## src/rtl/bus_term_pkg.sv

```systemverilog
package bus_term_pkg;

  typedef enum logic [1:0] {
    TC_NORMAL  = 2'b00,
    TC_TIMEOUT = 2'b01,
    TC_SPUR    = 2'b10,
    TC_EXTERR  = 2'b11
  } term_code_t;

  typedef enum logic [1:0] {
    ST_IDLE  = 2'b00,
    ST_BUSY  = 2'b01,
    ST_DRAIN = 2'b10
  } cyc_state_t;

endpackage

```

## src/rtl/btm_rst_sync.sv

```systemverilog
module btm_rst_sync #(
  parameter int STAGES = 2
) (
  input  logic clk,
  input  logic rst_n,
  output logic srst_n
);

  logic [STAGES-1:0] chain_q;

  genvar g;
  generate
    for (g = 0; g < STAGES; g++) begin : g_stage
      if (g == 0) begin : g_first
        always_ff @(posedge clk or negedge rst_n) begin
          if (!rst_n) chain_q[g] <= 1'b0;
          else        chain_q[g] <= 1'b1;
        end
      end else begin : g_rest
        always_ff @(posedge clk or negedge rst_n) begin
          if (!rst_n) chain_q[g] <= 1'b0;
          else        chain_q[g] <= chain_q[g-1];
        end
      end
    end
  endgenerate

  assign srst_n = chain_q[STAGES-1];

endmodule

```

## src/rtl/btm_wdog.sv

```systemverilog
module btm_wdog #(
  parameter int TMO_BASE = 8,
  parameter int SEL_W    = 2
) (
  input  logic             clk,
  input  logic             srst_n,
  input  logic             clr,
  input  logic             en,
  input  logic [SEL_W-1:0] sel,
  output logic             expire
);

  localparam int MAX_LIM = TMO_BASE << ((1 << SEL_W) - 1);
  localparam int CW      = (MAX_LIM > 2) ? $clog2(MAX_LIM) : 1;

  logic [CW-1:0] cnt_q, cnt_d;
  logic [CW-1:0] last_val;

  always_comb begin
    last_val = CW'((TMO_BASE << sel) - 1);
    expire   = (cnt_q == last_val);
  end

  always_comb begin
    cnt_d = cnt_q;
    if (clr)     cnt_d = '0;
    else if (en) cnt_d = cnt_q + 1'b1;
  end

  always_ff @(posedge clk or negedge srst_n) begin
    if (!srst_n)        cnt_q <= '0;
    else if (clr || en) cnt_q <= cnt_d;
  end

endmodule

```

## src/rtl/btm_resolve.sv

```systemverilog
module btm_resolve
  import bus_term_pkg::*;
(
  input  logic       live,
  input  logic       ack_any,
  input  logic       iack_cycle,
  input  logic       arb_contend,
  input  logic       ext_berr,
  input  logic       tmo_hit,
  output logic       term,
  output term_code_t code
);

  logic spur;

  always_comb begin
    spur = iack_cycle && !arb_contend;
    term = 1'b0;
    code = TC_NORMAL;
    if (live) begin
      if (ext_berr) begin
        term = 1'b1;
        code = TC_EXTERR;
      end else if (spur) begin
        term = 1'b1;
        code = TC_SPUR;
      end else if (tmo_hit) begin
        term = 1'b1;
        code = TC_TIMEOUT;
      end else if (ack_any) begin
        term = 1'b1;
        code = TC_NORMAL;
      end
    end
  end

endmodule

```

## src/rtl/bus_term_mon.sv

```systemverilog
module bus_term_mon
  import bus_term_pkg::*;
#(
  parameter int ACK_W      = 2,
  parameter int TMO_BASE   = 8,
  parameter int SEL_W      = 2,
  parameter int RST_STAGES = 2
) (
  input  logic             clk,
  input  logic             rst_n,
  input  logic             addr_strobe,
  input  logic [ACK_W-1:0] size_ack,
  input  logic             avec_ack,
  input  logic             iack_cycle,
  input  logic             arb_contend,
  input  logic             ext_berr,
  input  logic             halt_req,
  input  logic [SEL_W-1:0] tmo_sel,
  output logic             cyc_done,
  output logic [1:0]       term_code,
  output logic             exc_req,
  output logic             cyc_hold
);

  logic       srst_n;
  cyc_state_t state_q, state_d;
  logic       hold_q, hold_d;
  logic       done_q, done_d;
  term_code_t code_q, code_d;
  logic       exc_q, exc_d;

  logic       busy, live, start, ack_any, tmo_hit, term;
  term_code_t term_kind;

  btm_rst_sync #(.STAGES(RST_STAGES)) u_rst (
    .clk    (clk),
    .rst_n  (rst_n),
    .srst_n (srst_n)
  );

  always_comb begin
    busy    = (state_q == ST_BUSY);
    live    = busy && addr_strobe;
    start   = (state_q == ST_IDLE) && addr_strobe && !hold_q;
    ack_any = (|size_ack) || avec_ack;
  end

  btm_wdog #(.TMO_BASE(TMO_BASE), .SEL_W(SEL_W)) u_wdog (
    .clk    (clk),
    .srst_n (srst_n),
    .clr    (start),
    .en     (live && !term),
    .sel    (tmo_sel),
    .expire (tmo_hit)
  );

  btm_resolve u_res (
    .live        (live),
    .ack_any     (ack_any),
    .iack_cycle  (iack_cycle),
    .arb_contend (arb_contend),
    .ext_berr    (ext_berr),
    .tmo_hit     (tmo_hit),
    .term        (term),
    .code        (term_kind)
  );

  // next-state logic
  always_comb begin
    state_d = state_q;
    unique case (state_q)
      ST_IDLE:  if (start) state_d = ST_BUSY;
      ST_BUSY: begin
        if (!addr_strobe) state_d = ST_IDLE;
        else if (term)    state_d = ST_DRAIN;
      end
      ST_DRAIN: if (!addr_strobe) state_d = ST_IDLE;
      default:  state_d = ST_IDLE;
    endcase
    hold_d = halt_req && (hold_q || term);
    done_d = term;
    code_d = term ? term_kind : TC_NORMAL;
    exc_d  = term && (term_kind != TC_NORMAL);
  end

  // registers
  always_ff @(posedge clk or negedge srst_n) begin
    if (!srst_n) begin
      state_q <= ST_IDLE;
      hold_q  <= 1'b0;
      done_q  <= 1'b0;
      code_q  <= TC_NORMAL;
      exc_q   <= 1'b0;
    end else begin
      state_q <= state_d;
      hold_q  <= hold_d;
      done_q  <= done_d;
      code_q  <= code_d;
      exc_q   <= exc_d;
    end
  end

  assign cyc_done  = done_q;
  assign term_code = code_q;
  assign exc_req   = exc_q;
  assign cyc_hold  = hold_q;

endmodule

```

## config.mk

```make
export PLATFORM = sky130hd
export DESIGN_NAME = bus_term_mon
export DESIGN_NICKNAME = d
export VERILOG_FILES = /design/src/rtl/bus_term_pkg.sv /design/src/rtl/btm_rst_sync.sv /design/src/rtl/btm_wdog.sv /design/src/rtl/btm_resolve.sv /design/src/rtl/bus_term_mon.sv
export SDC_FILE = /design/constraint.sdc
export NUM_CORES = 1
export LEC_CHECK = 0
export BUFFER_PORTS_ARGS = -buffer_cell sky130_fd_sc_hd__buf_4
export CORE_MARGIN = 2
export CORE_UTILIZATION = 48
export CTS_BUF_LIST = sky130_fd_sc_hd__clkbuf_4
export DETAILED_ROUTE_END_ITERATION = 6
export PLACE_DENSITY = 0.72
export SETUP_SLACK_MARGIN = 0.4
export SYNTH_ARGS = -nofsm -noshare
export SYNTH_HDL_FRONTEND = slang
export SYNTH_SLANG_ARGS = --single-unit
```

## constraint.sdc

```tcl
create_clock -name clk -period 0.8 [get_ports clk]
set_input_delay 0.24 -clock clk [delete_from_list [all_inputs] [get_ports clk]]
set_output_delay 0.24 -clock clk [all_outputs]
set_load 0.05 [all_outputs]
```

==> run_results.csv, run 1 <==
group,metric,value,unit
outcome,status,"complete, but fails checks",
outcome,violations,"negative setup slack",
pwr,total_power,1.76,mW
run,max_cap_violations,0,
route,vias,665,
sta,period_minus_slack,1520,ps
finish,area_growth,68.4,%
worst_setup_path,arrival,1750,ps
worst_setup_path,r2r_slack,-720,ps
min_path,hp-class,"input port to flop",
die,die_area,0.00175,mm^2
pwr,p_per_area,1520,mW/mm^2
route,dr.pass1.iters,4,
logic_synthesis,synth_seq_cells,15,
route,routedWlPerCell,15.3,um
sta,hold_viol_final,0,
worst_setup_path,reg2reg_depth,5,
logic_synthesis,synth-main-ff-cell,"dfrtp_1",
min_path,hold_end,"cyc_hold",
global_route,grt_max_degree,10,
finish,seqCellArea,383,um^2
route,drc,0,
global_route,grt_pass1_wl,3.06,mm
sta,setup_viol,18,
pwr,p_leak,0.571,nW
min_path,min_from,"halt_req",
worst_setup_path,reg2reg_to,"u_wdog.cnt_q[5]",
cts,cts.sinks,15,
die,die_h,41.9,um
cts,clk_latency,290,ps
placement,pre_cts_ws,-739,ps
sta,hold_ws,163,ps
logic_synthesis,netlist_area,688,um^2
logic_synthesis,ys_top_cells_by_count,"dfrtp_1 (15), nand2_1 (5), nor2_1 (5), nor3_1 (5), o21a_1 (5)",
finish,final.fill_count,51,
die,start_util,52.2,%
route,finalWirelength,1.92,mm
route,antenna_left,0,
logic_synthesis,synth_area_leader_cell,"dfrtp_1",
sta,clock_skew,4.53,ps
logic_synthesis,syn_avg_cell_area,10.4,um^2
cts,htree_levels,1,
logic_synthesis,synth_top_family_by_area,"simple AND/OR/NAND/NOR gates",
logic_synthesis,synth_mux_area_share,2.91,%
cts,tritoncts,"yes",
die,ioPinCount,17,
worst_setup_path,cp-end-kind,"flop",
cts,clockBufferDepth,2,
sta,finalCritPeriodShare,190,%
logic_synthesis,synth_compound_area_share,16.2,%
cts,numCtsBuffers,3,
worst_setup_path,required,1020,ps
cts,clkSlewWorstSetupHoldPaths,90,ps
die,die_w,41.9,um
logic_synthesis,yosysTopAreaCellShare,54.5,%
worst_setup_path,rr_startpoint,"state_q[1]",
placement,place_congestion,0.776,
logic_synthesis,yosys.area_share.xor_xnor,2.55,%
sta,fmaxAchievable,657,MHz
worst_setup_path,cp_num_buf_inv,0,
logic_synthesis,synth.most_common_cell,"dfrtp_1",
global_route,grt.overflow.total,0,
worst_setup_path,critPathMaxStageDelay,390,ps
route,vias_per_cell,5.32,
placement,io_buffer_count,16,
route,drt_iter0_drc,16,
finish,layout-drive-gt1-share,57.3,%
logic_synthesis,ys_seq_area_share,54.5,%
logic_synthesis,synth.distinct_cells,26,
sta,worst_slack,-722,ps
logic_synthesis,synthCells,66,
global_route,gr-usage-all-layers,24.1,%
sta,slew_violations,0,
die,rows,13,
finish,nets,124,
worst_setup_path,crit_type,"flop to flop",
logic_synthesis,synth_simple_gate_area_share,20.9,%
finish,diodes,0,
min_path,min_path_cells,2,
worst_setup_path,crit_slowest_cell,"dfrtp_1",
cts,cts_root_buf,"clkbuf_4",
logic_synthesis,async_flop_share,100,%
logic_synthesis,synth_edf_count,0,
die,core_area,0.00132,mm^2
logic_synthesis,synthAdderAreaFrac,1.82,%
global_route,antenna_found_initial,0,
worst_setup_path,crit_chain,"nand3b_1 -> nor2b_2 -> o211ai_2 -> or3_1 -> a21oi_2",
pwr,irDropWorstVdd,0.00120,V
sta,rsz0062_at_grt,"true",
logic_synthesis,ys_warn_count,0,
worst_setup_path,cp_max_fo,3,
global_route,grt_pass1_vias,720,
placement,dp_hpwl,1.18,mm
worst_setup_path,startpoint_type,"flop",
logic_synthesis,yosys-top-cells-area,"dfrtp_1 (55%), o21a_1 (5.5%), nor3_1 (3.6%)",
finish,multi_input_area,364,um^2
worst_setup_path,crit_family,"simple AND/OR/NAND/NOR gates",
logic_synthesis,synth_nets,79,
==> cells in the final DEF, fill, tap and decap left out, types with 3 or more instances in the layout <==
cell,instances
buf_4,29
dfrtp_1,9
buf_6,7
dfrtp_2,6
o21a_1,5
nor3_1,4
nand2_1,4
nor2_1,3
clkbuf_4,3
==> worst reg2reg max path: stages, from the launching register on <==
cell and delay [ps]:
dfrtp_1 390, nand3b_1 240, nor2b_2 230, o211ai_2 140
or3_1 330, a21oi_2 130
==> registers in the layout (all words and copies together) (netlist names) <==
register / cells
state_q: 2
u_rst.srst_n: 1
term_code: 2
cyc_done: 1
cyc_hold: 1
exc_req: 1
u_wdog.cnt_q: 6
u_rst.chain_q: 1
==> worst max path at each step <==
stage | from | slack, ps | to | depth (start not counted)
global placement | tmo_sel[1] | -690 | u_wdog.cnt_q[2] | 6
floorplan | u_wdog.cnt_q[3] | -590 | u_wdog.cnt_q[5] | 5
CTS | u_wdog.cnt_q[3] | -710 | u_wdog.cnt_q[5] | 5
finish | state_q[1] | -720 | u_wdog.cnt_q[5] | 5
global route | u_wdog.cnt_q[3] | -820 | u_wdog.cnt_q[0] | 5
detailed placement | tmo_sel[1] | -740 | u_wdog.cnt_q[5] | 6
==> where the power goes <==
group	switching [mW]	internal [mW]
Combinational	0.238	0.251
Clock	0.251	0.186
Sequential	0.0287	0.806
Total	0.518	1.24
==> kinds of logic (layout without fill, tap and decap cells) <==
kind of cell / count (synthesis) / count (layout)
compound gates: 16 / 16
xor+xnor: 2 / 2
fa+ha+maj: 1 / 1
buf+inv: 1 / 45
flops: 15 / 15
mux: 2 / 2
other cells: 1 / 1
simple gates: 28 / 28
==> area by class of cell <==
type,count,area share (%)
clock inverter,1,0.432
sequential,15,33.0
timing repair buffer,40,31.2
tap,15,1.62
clock buffer,3,1.94
inverter,1,0.324
multi-input combinational,50,31.4
==> per-layer routing <==
metal	GRT usage, %	vias to the layer above	part of all wire (%)
met4	18.1	0	1.6
met5	0	-	0
li1	-	322	-
met3	9.57	4	5.0
met1	24.8	321	39
met2	39.1	18	54
==> through the flow <==
| stage | setup TNS [ps] | std cells | utilization, % | cell area (um^2) |
|---|---|---|---|---|
| floorplan | -6070 | 66 | - | 707 |
| global placement | -7670 | 114 | 73.9 | 973 |
| detailed placement | -8080 | 114 | 73.9 | 973 |
| CTS | -9230 | 123 | 84.3 | 1110 |
| global route | -10720 | 125 | 87.9 | 1160 |
| finish | -9520 | 125 | 87.9 | 1160 |
==> what timing repair did <==
item                                    4_1_cts  5_1_grt
resized for setup                            13        8
hold buffers                                  1        0
hold endpoints to repair                      2        0
pin swaps                                     4        8
endpoints found under the setup margin       24       19
buffers inserted                              4        2
Power figures use the tool's default switching activity.
==> inputs of run 2 (changes only) <==
- ABC_AREA: not set -> 1
- CORE_UTILIZATION: 48 -> 50
- PLACE_DENSITY: 0.72 -> 0.73
==> run_results.csv, run 2 <==
group,metric,value,unit
outcome,status,"complete, but fails checks",
outcome,violations,"negative setup slack",
logic_synthesis,async_flop_share,100,%
global_route,grt_pass1_wl,3.03,mm
route,drt_iter0_drc,12,
sta,rsz0062_at_grt,"true",
route,dr.pass1.iters,4,
logic_synthesis,ys_top_cells_by_count,"nand2_1 (32), dfrtp_1 (15), inv_1 (12)",
global_route,antenna_found_initial,0,
logic_synthesis,ys_seq_area_share,46.2,%
logic_synthesis,synth_area_leader_cell,"dfrtp_1",
global_route,gr-usage-all-layers,22.4,%
sta,slew_violations,0,
logic_synthesis,synth.distinct_cells,24,
logic_synthesis,synth.most_common_cell,"nand2_1",
placement,pre_cts_ws,-567,ps
worst_setup_path,cp-end-kind,"flop",
logic_synthesis,syn_avg_cell_area,8.30,um^2
worst_setup_path,reg2reg_to,"u_wdog.cnt_q[5]",
finish,final_common_cell,"nand2_1",
route,vias,782,
sta,clock_skew,1.03,ps
cts,numCtsBuffers,3,
sta,period_minus_slack,1370,ps
logic_synthesis,synth-main-ff-cell,"dfrtp_1",
finish,area_growth,52.2,%
worst_setup_path,required,990,ps
global_route,grt.overflow.total,0,
cts,htree_levels,1,
pwr,total_power,2.20,mW
die,rows,14,
logic_synthesis,yosysTopAreaCellShare,46.2,%
finish,nets,152,
route,antenna_left,0,
worst_setup_path,r2r_slack,-570,ps
worst_setup_path,crit_type,"flop to flop",
worst_setup_path,rr_startpoint,"u_wdog.cnt_q[0]",
sta,finalCritPeriodShare,171,%
worst_setup_path,arrival,1560,ps
pwr,p_per_area,1780,mW/mm^2
logic_synthesis,synthCells,98,
run,max_cap_violations,0,
logic_synthesis,ys_warn_count,0,
global_route,grt_pass1_vias,788,
worst_setup_path,startpoint_type,"flop",
finish,regMostFlops,"u_wdog.cnt_q",
worst_setup_path,reg2reg_depth,10,
placement,dp_hpwl,1.37,mm
logic_synthesis,synth_seq_cells,15,
die,ioPinCount,17,
finish,final_cells,154,
sta,setup-tns-final,-7940,ps
finish,diodes,0,
cts,cts_root_buf,"clkbuf_4",
logic_synthesis,synth_nets,111,
finish,largest_register_ffs,6,
sta,worst_slack,-571,ps
cts,clkSlewWorstSetupHoldPaths,90,ps
worst_setup_path,cp_max_fo,8,
pwr,p_leak,0.645,nW
route,vias_per_cell,5.08,
logic_synthesis,yosys-top-cells-area,"dfrtp_1 (46%), nand2_1 (15%), nor3_4 (6.0%)",
finish,utilization,81.2,%
logic_synthesis,netlist_area,813,um^2
route,drc,0,
die,die_h,44.3,um
finish,layout_common_cells,"nand2_1 (28), buf_4 (26), inv_1 (11), nand3_1 (9), dfrtp_1 (9)",
sta,hold_viol_final,0,
sta,setup_viol,18,
logic_synthesis,synth_edf_count,0,
die,die_area,0.00197,mm^2
cts,clockBufferDepth,2,
finish,layout-drive-gt1-share,48.6,%
die,start_util,53.4,%
route,finalWirelength,1.86,mm
min_path,hp-class,"flop to asynchronous set/reset pin",
pwr,irDropWorstVdd,0.00124,V
placement,dp.cells,145,
route,routedWlPerCell,12.1,um
cts,clk_latency,300,ps
cts,cts.sinks,15,
global_route,grt_max_degree,14,
sta,fmaxAchievable,730,MHz
die,die_w,44.3,um
placement,place_congestion,0.800,
cts,tritoncts,"yes",
finish,final.fill_count,94,
die,core_area,0.00152,mm^2
placement,io_buffer_count,16,
run 2: cell types whose count changed after synthesis, sizes merged, moves of 3 or more:
cell,change
nand2,+28
inv,+15
nand3,+9
o21a,-5
nor2b,-3
or3,-3
run 2: cell type report:
class	count	area, um^2	share of cell area [%]
flip-flops and latches	15	383	30.9
multi-input cells	66	418	33.8
inverters	17	70.1	5.66
clock inverters	1	5.00	0.404
well taps	16	20.0	1.62
clock buffers	3	22.5	1.82
repair buffers	36	319	25.8
run 2: layer usage:
layer | vias up | global-route usage, % | wire, um
li1 | 387 | - | -
met1 | 375 | 22.9 | 674
met2 | 17 | 41.8 | 1090
met3 | 3 | 4.90 | 62
met4 | 0 | 12.1 | 27
met5 | - | 0 | 0
run 2: logic make-up after synthesis:
kind of cell	Yosys count	synth area share (%)
xor gates and xnor gates	1	1.08
DFF	15	46.2
adders and majority gates	1	1.54
AOI/OAI and AO/OA	8	5.39
other	1	0.461
buffers and inverters	17	8.46
and+or+nand+nor	55	36.9
run 2: through the flow:
step,area [um^2],hold slack [ps]
CTS,1200,181
global route,1240,194
floorplan,830,-55.6
global placement,1080,21.8
finish,1240,191
detailed placement,1080,25.7
run 2: critical path: stages, from the launching register on:
cell and delay, ps:
dfrtp_1 360, ha_2 190, nand2_2 60, clkinv_2 60, nand2_4 50, nor2_4 110
nand3_4 110, nand3_4 120, nand2_4 80, nand2_1 70, nand2_1 60
run 2: worst max path at each step:
stage / startpoint / endpoint / slack (ps)
2_1_floorplan: u_wdog.cnt_q[0] / u_wdog.cnt_q[3] / -490
3_3_place_gp: u_wdog.cnt_q[1] / u_wdog.cnt_q[5] / -510
3_5_place_dp: u_wdog.cnt_q[1] / u_wdog.cnt_q[5] / -570
4_1_cts: u_wdog.cnt_q[0] / u_wdog.cnt_q[5] / -570
5_1_grt: u_wdog.cnt_q[0] / u_wdog.cnt_q[5] / -660
6_report: u_wdog.cnt_q[0] / u_wdog.cnt_q[5] / -570
run 2: repair_timing:
action	in CTS	in global routing
pin swaps	3	3
resized for setup	11	6
buffers inserted	4	0
hold endpoints to repair	2	0
hold buffers	1	0
setup endpoints to repair	32	19
run 2: where the power goes:
part / leakage (nW) / switching, mW / internal (mW) / total [mW]
Clock: 0.0177 / 0.270 / 0.187 / 0.457
Sequential: 0.192 / 0.0762 / 0.854 / 0.931
Combinational: 0.436 / 0.453 / 0.363 / 0.816
Total: 0.645 / 0.800 / 1.40 / 2.20
